$ cat config.mk
export PLATFORM = sky130hd
export DESIGN_NAME = ovl_stereo_detect
export DESIGN_NICKNAME = d
export VERILOG_FILES = /design/src/rtl/ovl_pkg.sv /design/src/rtl/ovl_mag.sv /design/src/rtl/ovl_hold.sv /design/src/rtl/ovl_stereo_detect.sv
export SDC_FILE = /design/constraint.sdc
export NUM_CORES = 1
export LEC_CHECK = 0
export ABC_CLOCK_PERIOD_IN_PS = 4600
export BUFFER_PORTS_ARGS = -buffer_cell sky130_fd_sc_hd__buf_2
export CAP_MARGIN = 20
export CORE_UTILIZATION = 57
export DETAILED_ROUTE_END_ITERATION = 10
export GPL_TIMING_DRIVEN = 1
export HOLD_SLACK_MARGIN = 0.15
export MAX_ROUTING_LAYER = met4
export PLACE_DENSITY_LB_ADDON = 0.2
export SKIP_CTS_REPAIR_TIMING = 1
export SYNTH_ARGS = -nofsm -noshare
export SYNTH_HDL_FRONTEND = slang
export SYNTH_HIERARCHICAL = 1
export SYNTH_SLANG_ARGS = --single-unit
$ cat constraint.sdc
create_clock -name clk -period 4.6 [get_ports clk]
set_input_delay 0.92 -clock clk [delete_from_list [all_inputs] [get_ports clk]]
set_output_delay 0.92 -clock clk [all_outputs]
set_load 0.05 [all_outputs]
$ cat src/rtl/ovl_pkg.sv
package ovl_pkg;
    localparam int SMP_W   = 20;
    localparam int FS_POS  = 2 ** (SMP_W - 1);
    localparam int MAG_MAX = FS_POS - 1;
    // seven eighths of full scale, about 1.16 dB down
    localparam int OVL_THR = FS_POS - (FS_POS / 8);
    localparam int N_CHAN  = 2;

    typedef logic signed [SMP_W-1:0] smp_t;
    typedef logic        [SMP_W-1:0] mag_t;

    typedef struct packed {
        logic over;
        mag_t mag;
    } chan_eval_t;

    function automatic mag_t sat_mag(input smp_t x);
        mag_t r;
        if (!x[SMP_W-1])
            r = mag_t'(x);
        else if (x == smp_t'(FS_POS))
            r = mag_t'(MAG_MAX);
        else
            r = mag_t'(-x);
        return r;
    endfunction
endpackage

$ cat src/rtl/ovl_mag.sv
module ovl_mag
    import ovl_pkg::*;
(
    input  smp_t       smp,
    output chan_eval_t res
);
    always_comb begin
        res.mag  = sat_mag(smp);
        res.over = (res.mag > mag_t'(OVL_THR));
    end


    always_comb begin
        sat_range_chk: assert (res.mag <= mag_t'(MAG_MAX));
    end
endmodule

$ cat src/rtl/ovl_hold.sv
module ovl_hold #(
    parameter int HOLD_SAMPLES = 512
) (
    input  logic clk,
    input  logic rst,
    input  logic vld,
    input  logic hit,
    output logic flag
);
    localparam int CNT_W = $clog2(HOLD_SAMPLES + 1);
    localparam logic [CNT_W-1:0] RELOAD = CNT_W'(HOLD_SAMPLES - 1);

    logic [CNT_W-1:0] cnt;

    always_ff @(posedge clk) begin
        if (rst) begin
            flag <= 1'b0;
            cnt  <= '0;
        end else if (vld) begin
            if (hit) begin
                flag <= 1'b1;
                cnt  <= RELOAD;
            end else if (cnt != '0) begin
                cnt  <= cnt - 1'b1;
            end else begin
                flag <= 1'b0;
            end
        end
    end


    hit_sets_flag_chk: assert property (@(posedge clk) disable iff (rst)
        (vld && hit) |=> flag);


    rise_needs_hit_chk: assert property (@(posedge clk) disable iff (rst)
        $rose(flag) |-> $past(vld && hit));


    no_early_drop_chk: assert property (@(posedge clk) disable iff (rst)
        (flag && cnt != '0) |=> flag);


    idle_stable_chk: assert property (@(posedge clk) disable iff (rst)
        !vld |=> ($stable(flag) && $stable(cnt)));
endmodule

$ cat src/rtl/ovl_stereo_detect.sv
module ovl_stereo_detect
    import ovl_pkg::*;
#(
    parameter int HOLD_SAMPLES = 512
) (
    input  logic             clk,
    input  logic             rst,
    input  logic [SMP_W-1:0] smp_left,
    input  logic [SMP_W-1:0] smp_right,
    input  logic             smp_vld,
    output logic             ovl_flag
);
    smp_t                    chan_smp [N_CHAN];
    chan_eval_t              chan_res [N_CHAN];
    logic       [N_CHAN-1:0] chan_over;
    logic                    any_over;

    assign chan_smp[0] = smp_t'(smp_left);
    assign chan_smp[1] = smp_t'(smp_right);

    for (genvar c = 0; c < N_CHAN; c++) begin : g_chan
        ovl_mag u_mag (
            .smp (chan_smp[c]),
            .res (chan_res[c])
        );
        assign chan_over[c] = chan_res[c].over;
    end

    assign any_over = |chan_over;

    ovl_hold #(
        .HOLD_SAMPLES(HOLD_SAMPLES)
    ) u_hold (
        .clk  (clk),
        .rst  (rst),
        .vld  (smp_vld),
        .hit  (any_over),
        .flag (ovl_flag)
    );
endmodule

After elaboration in Yosys (flattened, before gate mapping)
Index checks and enable logic that the tools add are counted.

word-level totals
  output and inout port bits = 1
  input bits = 43
  flip-flop bits (word level) = 11
  logic and storage cells = 23

operators by class
  muxes and demuxes = 8
  order comparisons = 2
  reductions and logical operators = 5
  equality and inequality tests = 3
  add/subtract/negate cells = 3

operator list
  operator                                                          number
  two-way mux 20 bit                                                4
  == test 20 bit (second input constant)                            2
  greater-than comparator 20 x 19 -> 1 bit (second input constant)  2
  negator 20 bit                                                    2
  two-way mux 10 bit                                                2
  nonzero test 10 bit                                               1
  subtractor 10 x 1 -> 10 bit (second input constant)               1
  AND reduction 2 bit                                               2
  two-way mux 1 bit                                                 2
  != test 2 bit (second input constant)                             1
  nonzero test 2 bit                                                1
  OR reduction 2 bit                                                1

Depth between registers and ports, before layout
Gate-level depths: netlist of the first run.

  depth after elaboration = 7
  depth in mapped cells = 13
  depth with buffers taken out = 12

Modules after synthesis
Netlist of the first run, hierarchy kept.

by module, submodules not included
  module                      seq. area each (µm²)  cells each  times used  area each (µm²)
  ovl_mag at g_chan[0].u_mag  0.0                   134         1           883.3
  ovl_mag at g_chan[1].u_mag  0.0                   131         1           797.0
  ovl_hold                    220.2                 68          1           606.8
  ovl_stereo_detect           0.0                   1           1           6.3

Worst setup path before layout of the first run
Ideal clock, no wire load.

  kind = input-to-reg
  start point = in smp_right[5]
  end point = reg u_hold.cnt[9]
  arrival = 3.559 ns
  path buffers = 2
  setup slack = 0.955 ns
  stages = 12
  cell sequence = buf_6 or4_4 buf_6 or4_4 or2_4 o221ai_2 a21oi_1 a31oi_1 or2_1 inv_1 a211o_1 a221oi_2

on the way
  cells in the longest elaborated chain, start to end = 7
  elaborated cells on any way between the ends = 9
  those cells by class = add/sub (1); order compare (1); eq/ne (1); mux (3); reduce/logical (3)

ends and longest elaborated chain
  element                                                  line                          source
  from (decl)                                              ovl_stereo_detect.sv:9        input logic [SMP_W-1:0] smp_right,
  negator 20 bit / == test 20 bit (equally long branches)  ovl_pkg.sv:24, ovl_pkg.sv:21
  two-way mux 20 bit                                       ovl_pkg.sv:21                 else if (x == smp_t'(FS_POS))
  two-way mux 20 bit (*)                                   ovl_pkg.sv:19                 if (!x[SMP_W-1])
  greater-than comparator 20 x 19 -> 1 bit (*)             ovl_mag.sv:9                  res.over = (res.mag > mag_t'(OVL_THR));
  named net chan_over[1]                                   ovl_stereo_detect.sv:15       logic [N_CHAN-1:0] chan_over;
  OR reduction 2 bit (*)                                   ovl_stereo_detect.sv:29       assign any_over = |chan_over;
  named net any_over                                       ovl_stereo_detect.sv:16       logic any_over;
  nonzero test 2 bit (no line)                             n/a
  AND reduction 2 bit (no line)                            n/a
  to (signal assigned)                                     ovl_hold.sv:24                cnt <= cnt - 1'b1;
  to (decl)                                                ovl_hold.sv:13                logic [CNT_W-1:0] cnt;

Mark *: on every way through the listed nets, which the timed path passes. The rest lies on a longest branch.
A chain may end at the register's enable or synchronous reset.

Worst setup path in the final report of the first run
  start point = in smp_right[0]
  end point = reg u_hold.cnt[9]

Same word-level chain as after synthesis.

==> results of run 1 <==
-- cell type report --
| cell class | count | area, sq um |
|---|---|---|
| Tap cell | 44 | 55.1 |
| Timing Repair Buffer | 43 | 215 |
| Multi-Input combinational cell | 204 | 1410 |
| Sequential cell | 11 | 220 |
| Inverter | 12 | 45.0 |
| Clock buffer | 4 | 26.3 |
| Fill cell | 284 | 1060 |
-- where the power goes --
group / internal [mW] / total, mW / switching, mW
combinational: 0.0972 / 0.215 / 0.118
clock: 0.0336 / 0.0663 / 0.0327
sequential: 0.113 / 0.131 / 0.0187
total: 0.244 / 0.413 / 0.169
-- routing by layer --
layer  part of all wire (%)  wire [um]  global-route usage [%]
met5                      0          0                       -
met4                   0.35         14                    5.78
met1                     48       1940                    32.7
met2                     44       1780                    37.3
met3                    6.8        272                    6.47
-- per-stage QoR --
step | setup slack, ns | cell area, sq um | utilization, %
after floorplan | 0.980 | 1800 | -
after global placement | 0.836 | 1940 | 64.2
after detailed placement | 0.780 | 1940 | 64.2
after CTS | 1.05 | 1970 | 65.1
after global routing | 0.785 | 1970 | 65.1
final | 1.01 | 1970 | 65.1
-- sequential cells by signal (all words and copies together) (netlist names) --
name and count:
u_hold/cnt 10, u_hold/flag 1
-- critical path: stages --
cell and delay [ns]:
buf_2 0.12, inv_1 0.06, ha_1 0.20, or4b_1 0.56, nor4_1 0.23, mux2_2 0.37, a311oi_1 0.27, nor4_1 0.09
a31oi_1 0.15, or2_1 0.19, inv_1 0.11, a211o_1 0.28, a221oi_2 0.22
-- how the worst min path moves through the flow --
stage / cells after the start / startpoint / end / slack (ns)
5_1_grt: 2 / u_hold/cnt[9] / u_hold/cnt[9] / 0.53
3_5_place_dp: 2 / u_hold/cnt[9] / u_hold/cnt[9] / 0.49
2_1_floorplan: 2 / u_hold/cnt[9] / u_hold/cnt[9] / 0.46
6_report: 2 / u_hold/cnt[9] / u_hold/cnt[9] / 0.50
4_1_cts: 2 / u_hold/cnt[9] / u_hold/cnt[9] / 0.50
3_3_place_gp: 2 / u_hold/cnt[9] / u_hold/cnt[9] / 0.49
==> results.sh, run 1 <==
export IMPL_period_share_pct=77.9
export IMPL_gp_congestion=0.969
export IMPL_path_clk_slew_ns=0.07
export IMPL_crit_start="smp_right[0]"
export IMPL_clk_latency_ns=0.27
export IMPL_grt_overflow=0
export IMPL_ir_worst_vdd_mv=0.182
export IMPL_grtUsageTotal_pct=24.6
export IMPL_layout_drive_gt1_share_pct=25.9
export IMPL_critPathKind="in2reg"
export IMPL_cp_max_fo=7
export IMPL_diodes=0
export IMPL_tns_ns=0
export IMPL_crit_arrival_ns=3.77
export IMPL_cts_root_buf="clkbuf_4"
export IMPL_yosys_warnings=6
export IMPL_cts_tree="built"
export IMPL_antenna_found_initial=0
export IMPL_portBuffers=43
export IMPL_drc=0
export IMPL_mostFrequentLayoutCells="buf_2 (43), nor2_1 (19), nand2_1 (17), a21oi_1 (13), inv_1 (12)"
export IMPL_r2r_end="u_hold/cnt[0]"
export IMPL_hpwl_um=3180
export IMPL_fmax_ghz=0.279
export IMPL_synth_avg_cell_area_sq_um=7.24
export IMPL_cts_buffers=3
export IMPL_drv_cap=0
export IMPL_pin_count=44
export IMPL_syn_num_nets=294
export IMPL_tightestPinTransition_ns=0.656
export IMPL_grt_pass1_wl_um=6530
export IMPL_layout_commonest_cell="buf_2"
export IMPL_stdcell_count=318
export IMPL_die_area_sq_mm=0.00338
export IMPL_routed_wl_um=4000
export IMPL_via_per_inst=6.13
export IMPL_finalPower_mw=0.413
export IMPL_leakage_nw=0.734
export IMPL_end_kind="flip-flop"
export IMPL_fin_crit_ns=3.59
export IMPL_fin_skew_ns=0.00640
export IMPL_postRouteAntennaNets=0
export IMPL_min_delay_path_class="reg2reg"
export IMPL_wire_per_inst_um=12.6
export IMPL_nNetsFinal=321
export IMPL_fp_dieW_um=58.1
export IMPL_drt_iter0_markers=92
export IMPL_reg2reg_depth=6
export IMPL_initial_core_util_pct=59.3
export IMPL_route_vias_total=1949
export IMPL_powerDensity_mw_per_mm2=210
export IMPL_numClockSinks=11
export IMPL_syn_to_final_growth_pct=9.68
export IMPL_firstDrtPassIters=4
export IMPL_htree_levels=1
export IMPL_worst_hold_slack_ns=0.503
export IMPL_required_ns=4.78
export IMPL_grt_max_degree=22
export IMPL_rows=20
export IMPL_outcome="finished clean"
export IMPL_crit_path_start_kind="input port"
export IMPL_rsz0062_at_grt="false"
export IMPL_clockBufferDepth=2
export IMPL_r2r_start="u_hold/cnt[0]"
export IMPL_synthesis_area_sq_mm=0.00180
export IMPL_r2r_slack_ns=2.60
export IMPL_relSlewSlack_pct=55.9
export IMPL_finalHoldViolations=0
export IMPL_die_h_um=58.1
export IMPL_postSynthCellCount=248
export IMPL_slew_viol_final=0
export IMPL_critPathCapture="u_hold/cnt[9]"
export IMPL_setup_viol=0
export IMPL_core_sq_mm=0.00303
export IMPL_grt_pass1_vias=1559
export IMPL_placedCellCount=314
No activity file was read; power rests on OpenSTA's default activity.
==> inputs of run 2 (changes only) <==
ABC_AREA = 1   (was unset)
ABC_CLOCK_PERIOD_IN_PS = 3450   (was 4600)
CORE_UTILIZATION = 58   (was 57)
clock period = 3.45 ns   (was 4.6 ns; I/O delays follow)
==> run 2 against run 1 <==
Compared with the run above:
- routed wire length up 37%
- synthesized cell count up 75%
- sequential share of layout area down 2.8 points
- clock skew about the same
- combinational power rose to 3.9 times the previous value
- cell area up 33%
- worst hold slack worse by 0.029 ns
- global-route usage up 3.5 points
- die area up 28%
- critical endpoint is now u_hold/cnt[5]
- largest power group unchanged
- highest routed layer unchanged
==> results.sh, run 2 <==
export IMPL_fin_skew_ns=0.00648
export IMPL_cts_tree="built"
export IMPL_layout_commonest_cell="nand2_1"
export IMPL_tns_ns=0
export IMPL_period_share_pct=82.7
export IMPL_syn_num_nets=481
export IMPL_crit_path_start_kind="input port"
export IMPL_tightestPinTransition_ns=0.344
export IMPL_drc=0
export IMPL_route_vias_total=2723
export IMPL_outcome="finished clean"
export IMPL_reg_top3="u_hold/cnt (10), u_hold/flag (1)"
export IMPL_r2r_slack_ns=2.03
export IMPL_drt_iter0_markers=205
export IMPL_gp_congestion=0.903
export IMPL_yosys_warnings=6
export IMPL_leakage_nw=1.46
export IMPL_setup_viol=0
export IMPL_postSynthCellCount=435
export IMPL_min_delay_path_class="reg2reg"
export IMPL_relSlewSlack_pct=77.0
export IMPL_required_ns=3.63
export IMPL_fp_dieW_um=65.8
export IMPL_cts_root_buf="clkbuf_8"
export IMPL_pin_count=44
export IMPL_finalHoldViolations=0
export IMPL_powerDensity_mw_per_mm2=454
export IMPL_die_h_um=65.8
export IMPL_clk_latency_ns=0.24
export IMPL_htree_levels=1
export IMPL_fin_crit_ns=2.85
export IMPL_crit_arrival_ns=3.03
export IMPL_ir_worst_vdd_mv=0.288
export IMPL_cts_buffers=3
export IMPL_hpwl_um=4460
export IMPL_firstDrtPassIters=5
export IMPL_wire_per_inst_um=10.5
export IMPL_cp_max_fo=10
export IMPL_synthesis_area_sq_mm=0.00236
export IMPL_numClockSinks=11
export IMPL_grt_max_degree=18
export IMPL_mostFrequentLayoutCells="nand2_1 (133), inv_1 (60), nor2_1 (50), nand3_1 (48), buf_2 (43)"
export IMPL_grt_pass1_vias=2340
export IMPL_grt_pass1_wl_um=9530
export IMPL_rows=22
export IMPL_clockBufferDepth=2
export IMPL_layout_drive_gt1_share_pct=26.8
export IMPL_rsz0062_at_grt="false"
export IMPL_routed_wl_um=5480
export IMPL_grtUsageTotal_pct=28.1
export IMPL_portBuffers=43
export IMPL_finalPower_mw=1.19
export IMPL_fmax_ghz=0.351
export IMPL_critPathKind="in2reg"
export IMPL_top_register="u_hold/cnt"
export IMPL_syn_to_final_growth_pct=11.0
export IMPL_slew_viol_final=0
export IMPL_largest_reg_flops=10
export IMPL_path_clk_slew_ns=0.05
export IMPL_grt_overflow=0
export IMPL_drv_cap=0
export IMPL_initial_core_util_pct=62.5
export IMPL_synth_avg_cell_area_sq_um=5.42
export IMPL_nNetsFinal=521
export IMPL_postRouteAntennaNets=0
export IMPL_diodes=0
export IMPL_die_area_sq_mm=0.00432
export IMPL_core_sq_mm=0.00377
export IMPL_num_fill_cells=368
export IMPL_via_per_inst=5.22
export IMPL_antenna_found_initial=0
export IMPL_end_kind="flip-flop"
==> run 2: final cells by class <==
type | instances | area [sq um] | area share [%]
Multi-Input combinational cell | 345 | 1800 | 68.9
Timing Repair Buffer | 45 | 230 | 8.80
Inverter | 69 | 259 | 9.90
Tap cell | 48 | 60.1 | 2.30
Clock buffer | 4 | 45.0 | 1.72
Sequential cell | 11 | 220 | 8.42
==> run 2: worst paths after layout <==
path | from | to | cells past startpoint
min | u_hold/cnt[4] | u_hold/cnt[4] | 2
max | smp_left[0] | u_hold/cnt[5] | 21
max reg2reg | u_hold/cnt[1] | u_hold/cnt[4] | 9
min reg2reg | u_hold/cnt[4] | u_hold/cnt[4] | 2
==> run 2: worst max-delay path, cell delays in order <==
cell,delay (ns)
buf_2,0.09
inv_1,0.10
ha_1,0.21
nand2_2,0.11
nor2_4,0.15
nand4_2,0.26
nand3_1,0.18
nor2_1,0.05
nand2_1,0.08
nor2_1,0.05
nand2_1,0.05
nand2_1,0.04
nand2_1,0.05
inv_1,0.03
nand2_1,0.14
nand2_1,0.19
inv_1,0.19
nand2_1,0.09
nand2_2,0.08
nand2_1,0.06
a21oi_2,0.12
==> run 2: layer usage <==
layer | share of wire, % | vias to the layer above | routed length, um | global-route usage [%]
met5 | 0 | - | 0 | -
met4 | 0.77 | 0 | 42 | 4.62
met3 | 5.6 | 6 | 304 | 4.69
met2 | 46 | 87 | 2510 | 46.9
met1 | 48 | 1196 | 2620 | 35.8
li1 | - | 1434 | - | -
==> run 2: per-stage QoR <==
stage                     area (sq um)  worst slack, ns  hold slack, ns  instances  utilization [%]
after floorplan                   2360            0.855           0.455        435                -
after global placement            2570            0.492           0.464        518             68.2
after detailed placement          2570            0.388           0.466        518             68.2
after CTS                         2620            0.625           0.476        522             69.4
after global routing              2620            0.368           0.504        522             69.4
final                             2620            0.597           0.475        522             69.4
==> run 2: power breakdown <==
group | leakage [nW] | internal (mW) | switching (mW)
Clock | 0.0228 | 0.0814 | 0.0516
Sequential | 0.0904 | 0.180 | 0.0437
Combinational | 1.34 | 0.293 | 0.537
